## config.mk

```make
export PLATFORM = sky130hd
export DESIGN_NAME = cgen_top
export DESIGN_NICKNAME = d
export VERILOG_FILES = /design/src/rtl/cgen_pkg.sv /design/src/rtl/cgen_div3.sv /design/src/rtl/cgen_sync.sv /design/src/rtl/cgen_rdy_qual.sv /design/src/rtl/cgen_top.sv
export SDC_FILE = /design/constraint.sdc
export NUM_CORES = 1
export LEC_CHECK = 0
export ABC_AREA = 1
export ABC_CLOCK_PERIOD_IN_PS = 1000
export BUFFER_PORTS_ARGS = -buffer_cell sky130_fd_sc_hd__buf_2
export CAP_MARGIN = 20
export CORE_AREA = 5 5 42 44
export CTS_BUF_LIST = sky130_fd_sc_hd__clkbuf_16
export CTS_CLUSTER_DIAMETER = 120
export DETAILED_ROUTE_END_ITERATION = 8
export DIE_AREA = 0 0 47 49
export SKIP_CTS_REPAIR_TIMING = 1
export SYNTH_ARGS = -nofsm -noshare
export SYNTH_HDL_FRONTEND = slang
export SYNTH_SLANG_ARGS = --single-unit
export TNS_END_PERCENT = 5
```

## constraint.sdc

```tcl
create_clock -name osc_clk -period 1 [get_ports osc_clk]
set_input_delay 0.2 -clock osc_clk [delete_from_list [all_inputs] [get_ports osc_clk]]
set_output_delay 0.2 -clock osc_clk [all_outputs]
set_load 0.05 [all_outputs]
```

## src/rtl/cgen_pkg.sv

```systemverilog
package cgen_pkg;

    // Divider phases; the processor clock is high only in PH_HIGH.
    typedef enum logic [1:0] {
        PH_HIGH  = 2'd0,
        PH_LOW_A = 2'd1,
        PH_LOW_B = 2'd2
    } phase_e;

    localparam int PHASES = 3;

    // One ready request pair: ready level and its active-low enable.
    typedef struct packed {
        logic rdy;
        logic en_n;
    } rdy_pair_t;

    // Outputs of the clock section.
    typedef struct packed {
        logic cpu;
        logic rise_en;
    } cpu_clk_t;

    function automatic phase_e phase_step(input phase_e p);
        phase_e n;
        case (p)
            PH_HIGH:  n = PH_LOW_A;
            PH_LOW_A: n = PH_LOW_B;
            default:  n = PH_HIGH;
        endcase
        return n;
    endfunction

    function automatic logic pair_grants(input rdy_pair_t p);
        return p.rdy & ~p.en_n;
    endfunction

endpackage

```

## src/rtl/cgen_div3.sv

```systemverilog
module cgen_div3
    import cgen_pkg::*;
(
    input  logic     osc_clk,
    input  logic     por,
    output cpu_clk_t clk_o
);
    phase_e phase_q;
    logic   cpu_q;

    always_ff @(posedge osc_clk) begin
        if (por) begin
            phase_q <= PH_HIGH;
            cpu_q   <= 1'b1;
        end else begin
            phase_q <= phase_step(phase_q);
            cpu_q   <= (phase_step(phase_q) == PH_HIGH);
        end
    end

    // Enable for logic that acts on the next processor-clock rising edge.
    always_comb begin
        clk_o.cpu     = cpu_q;
        clk_o.rise_en = (phase_q == PH_LOW_B) && !por;
    end
endmodule

```

## src/rtl/cgen_sync.sv

```systemverilog
module cgen_sync #(
    parameter int   STAGES  = 2,
    parameter logic RST_VAL = 1'b0
) (
    input  logic clk,
    input  logic rst,
    input  logic en,
    input  logic d,
    output logic q
);
    logic [STAGES-1:0] chain_q;

    always_ff @(posedge clk) begin
        if (rst) begin
            chain_q <= {STAGES{RST_VAL}};
        end else if (en) begin
            chain_q <= {chain_q[STAGES-2:0], d};
        end
    end

    assign q = chain_q[STAGES-1];
endmodule

```

## src/rtl/cgen_rdy_qual.sv

```systemverilog
module cgen_rdy_qual
    import cgen_pkg::*;
#(
    parameter int NUM_PAIRS = 2
) (
    input  logic [NUM_PAIRS-1:0] rdy_in,
    input  logic [NUM_PAIRS-1:0] rdy_en_n,
    output logic                 req
);
    logic [NUM_PAIRS-1:0] grant;

    for (genvar i = 0; i < NUM_PAIRS; i++) begin : g_pair
        rdy_pair_t pair;
        assign pair.rdy  = rdy_in[i];
        assign pair.en_n = rdy_en_n[i];
        assign grant[i]  = pair_grants(pair);
    end

    assign req = |grant;
endmodule

```

## src/rtl/cgen_top.sv

```systemverilog
module cgen_top
    import cgen_pkg::*;
#(
    parameter int NUM_PAIRS   = 2,
    parameter int SYNC_STAGES = 2
) (
    input  logic                 osc_clk,
    input  logic                 por,
    input  logic [NUM_PAIRS-1:0] rdy_in,
    input  logic [NUM_PAIRS-1:0] rdy_en_n,
    input  logic                 rst_req_n,
    output logic                 cpu_clk,
    output logic                 osc_out,
    output logic                 per_clk,
    output logic                 ready,
    output logic                 rst_out
);
    cpu_clk_t div_o;
    logic     rdy_req;
    logic     per_q;

    cgen_div3 u_div (
        .osc_clk (osc_clk),
        .por     (por),
        .clk_o   (div_o)
    );

    // Peripheral clock: toggles at each processor-clock rising edge.
    always_ff @(posedge osc_clk) begin
        if (por)               per_q <= 1'b0;
        else if (div_o.rise_en) per_q <= ~per_q;
    end

    cgen_rdy_qual #(.NUM_PAIRS(NUM_PAIRS)) u_qual (
        .rdy_in   (rdy_in),
        .rdy_en_n (rdy_en_n),
        .req      (rdy_req)
    );

    cgen_sync #(.STAGES(SYNC_STAGES), .RST_VAL(1'b0)) u_rdy_sync (
        .clk (osc_clk),
        .rst (por),
        .en  (div_o.rise_en),
        .d   (rdy_req),
        .q   (ready)
    );

    cgen_sync #(.STAGES(SYNC_STAGES), .RST_VAL(1'b1)) u_rst_sync (
        .clk (osc_clk),
        .rst (por),
        .en  (div_o.rise_en),
        .d   (~rst_req_n),
        .q   (rst_out)
    );

    assign cpu_clk = div_o.cpu;
    assign per_clk = per_q;
    assign osc_out = osc_clk;
endmodule

```

==> flow_summary_export.csv <==
group,metric,value,unit
status,status,"finished, violations left",
status,failed_checks,"negative setup slack",
critical_path,critPathSlowestCell,"dfxtp_1",
sta,finalCriticalPeriod,1.03,ns
global_routing,grt-ovfl-total,0,
place,placed_area,370,um^2
sta,setup_viol,3,
drt,drc_errors,0,
floorplan,initial_utilization,0.216,
cells_and_area,utilization,0.390,
cells_and_area,layout_commonest_cell,"nand2_1",
sta,clock_skew,0.000458,ns
logic_synthesis,avgSynthCellArea,7.04,um^2
critical_path,rrSetupSlack,0.21,ns
drt,viasPerCell,3.81,
critical_path,cp_top_family,"flip-flops",
clock_network,clk_latency,0.34,ns
cells_and_area,final_nets,67,
global_routing,grt_max_degree,7,
place,portBuffers,11,
floorplan,ioPinCount,12,
power,intPower,1410,uW
power,power.leakage,0.000285,uW
drt,drt-total-wl,572,um
sta,fmaxAchievable,0.967,GHz
critical_path,worstPathRequired,0.80,ns
drt,postRouteAntennaNets,0,
critical_path,arrival,0.83,ns
power,power_frac_clock,0.741,
critical_path,worstReg2RegEnd,"per_clk$_SDFFE_PP0P_",
power,combinationalPowerShare,0.067,
global_routing,grt_pass1_wl,924,um
power,powerDensity,3430,nW/um^2
place,gp_congestion,0.742,
cells_and_area,design_area,547,um^2
place,dp.final_hpwl,394,um
logic_synthesis,yosysSeqAreaShare,0.529,
critical_path,crit_buf_inv,1,
logic_synthesis,synthTopCellsByArea,"dfxtp_1, nand2_1, nor2_1, inv_1, nand3_1",
power,power,1880,uW
power,ir_drop,2.97,mV
flow_run,drv_cap,0,
power,seq_power_share,0.192,
critical_path,ff2ff_path_depth,5,
clock_network,cts_tree,"yes",
logic_synthesis,synth_top_cell_by_area,"dfxtp_1",
sta,hold_viol,0,
logic_synthesis,ys_types,9,
cells_and_area,drive_above_1_share,0.397,
cells_and_area,layout_common_cells,"nand2_1, nor2_1, inv_1, buf_2",
sta,period_share,1.03,
sta,slew_headroom,0.886,
drt,drt-pass1-iter-count,4,
global_routing,antenna_found_initial,0,
floorplan,die_h,49,um
global_routing,grt_pass1_vias,247,
drt,wl_per_cell,7.73,um
sta,tightest_slew,0.171,ns
power,p_sw,466,uW
drt,vias,282,
critical_path,startpoint_type,"register",
logic_synthesis,ys_ff_latch,8,
critical_path,crit_chain,"buf_6",
logic_synthesis,synth.top_cell.area_share,0.529,
floorplan,die-area,2300,um^2
critical_path,max_stage_delay,0.33,ns
logic_synthesis,postSynthCellCount,43,
sta,final_max_slew_viol_count,0,
power,p_sw_frac,0.248,
floorplan,rows,14,
sta,rsz0062_at_grt,"true",
cells_and_area,syn_to_final_growth,80.6,%
sta,fin_hold_ws,0.120,ns
critical_path,reg2reg_from,"u_div.phase_q[1]$_SDFF_PP0_",
hold_path,hold_path_depth,4,
floorplan,core_area,1400,um^2
floorplan,die_w,47,um
sta,postLayoutSetupSlackWorst,-0.0338,ns
clock_network,clk_pin_slew,0.03,ns
critical_path,path_class,"reg2out",
cells_and_area,diodes,0,
critical_path,critPathCaptureType,"primary output",
drt,initialDrtViolationCount,1,
hold_path,min_from,"rst_req_n",
hold_path,holdPathEnd,"u_rst_sync.chain_q[0]$_SDFFE_PP1P_",
logic_synthesis,yosys_warnings,0,
global_routing,grt_usage,0.0713,
logic_synthesis,synthesis.area,303,um^2
logic_synthesis,synth_fp_nets,50,
critical_path,cp-startpoint,"u_rdy_sync.chain_q[1]$_SDFFE_PP0P_",
hold_path,hold_path_class,"in2reg",
critical_path,crit_fanout,2,
[registers in the layout, summed over array words and instances (netlist names)]
name,count
u_div.cpu_q,1
u_rst_sync.chain_q,2
per_clk,1
u_div.phase_q,2
u_rdy_sync.chain_q,2
[metrics by stage]
step           std cells  setup WS [ns]  TNS [ns]
2_1_floorplan         43         0.0724         0
3_3_place_gp          69          0.112         0
3_5_place_dp          69          0.112         0
4_1_cts               75         -0.154    -0.650
5_1_grt               74        -0.0589    -0.178
6_report              74        -0.0338   -0.0873
[logic make-up (layout without fill, tap and decap cells)]
kind of cell	Yosys count	count (layout)	synth area share
simple gates	26	26	0.347
buf+inv	9	24	0.124
flops	8	8	0.529
[synth_stat cells, drive strengths merged]
cell type / instances
nand2: 15
nand3: 2
inv: 8
dfxtp: 8
nor2: 9
buf: 1
[area by class of cell]
type                            instances  area, um^2
Multi-Input combinational cell         26         105
Fill cell                             145         855
Timing Repair Buffer                   10        82.6
Clock buffer                            6         145
Inverter                                8        30.0
Tap cell                               16        20.0
Sequential cell                         8         164
[worst max path at each step]
stage                           end  cells past startpoint  slack, ns
6_report                      ready                      1      -0.03
5_1_grt                     per_clk                      1      -0.06
4_1_cts                     osc_out                      3      -0.15
3_5_place_dp                osc_out                      1       0.11
3_3_place_gp                osc_out                      1       0.11
2_1_floorplan  per_clk$_SDFFE_PP0P_                      3       0.07
[metal layers]
metal | global-route usage | part of all wire | up-vias
li1 | - | - | 156
met1 | 0.0619 | 0.42 | 110
met2 | 0.0566 | 0.41 | 14
met3 | 0.0701 | 0.13 | 2
met4 | 0.134 | 0.037 | 0
met5 | 0 | 0 | -
[power by group through the flow]
stage               logic (uW)  registers, uW  clock network [uW]
finish                     125            361                1390
global placement           109            360                 191
detailed placement         110            361                 191
floorplan                 43.2            398                 216
global route               138            364                1480
CTS                        110            356                1480
Power figures use the tool's default switching activity.
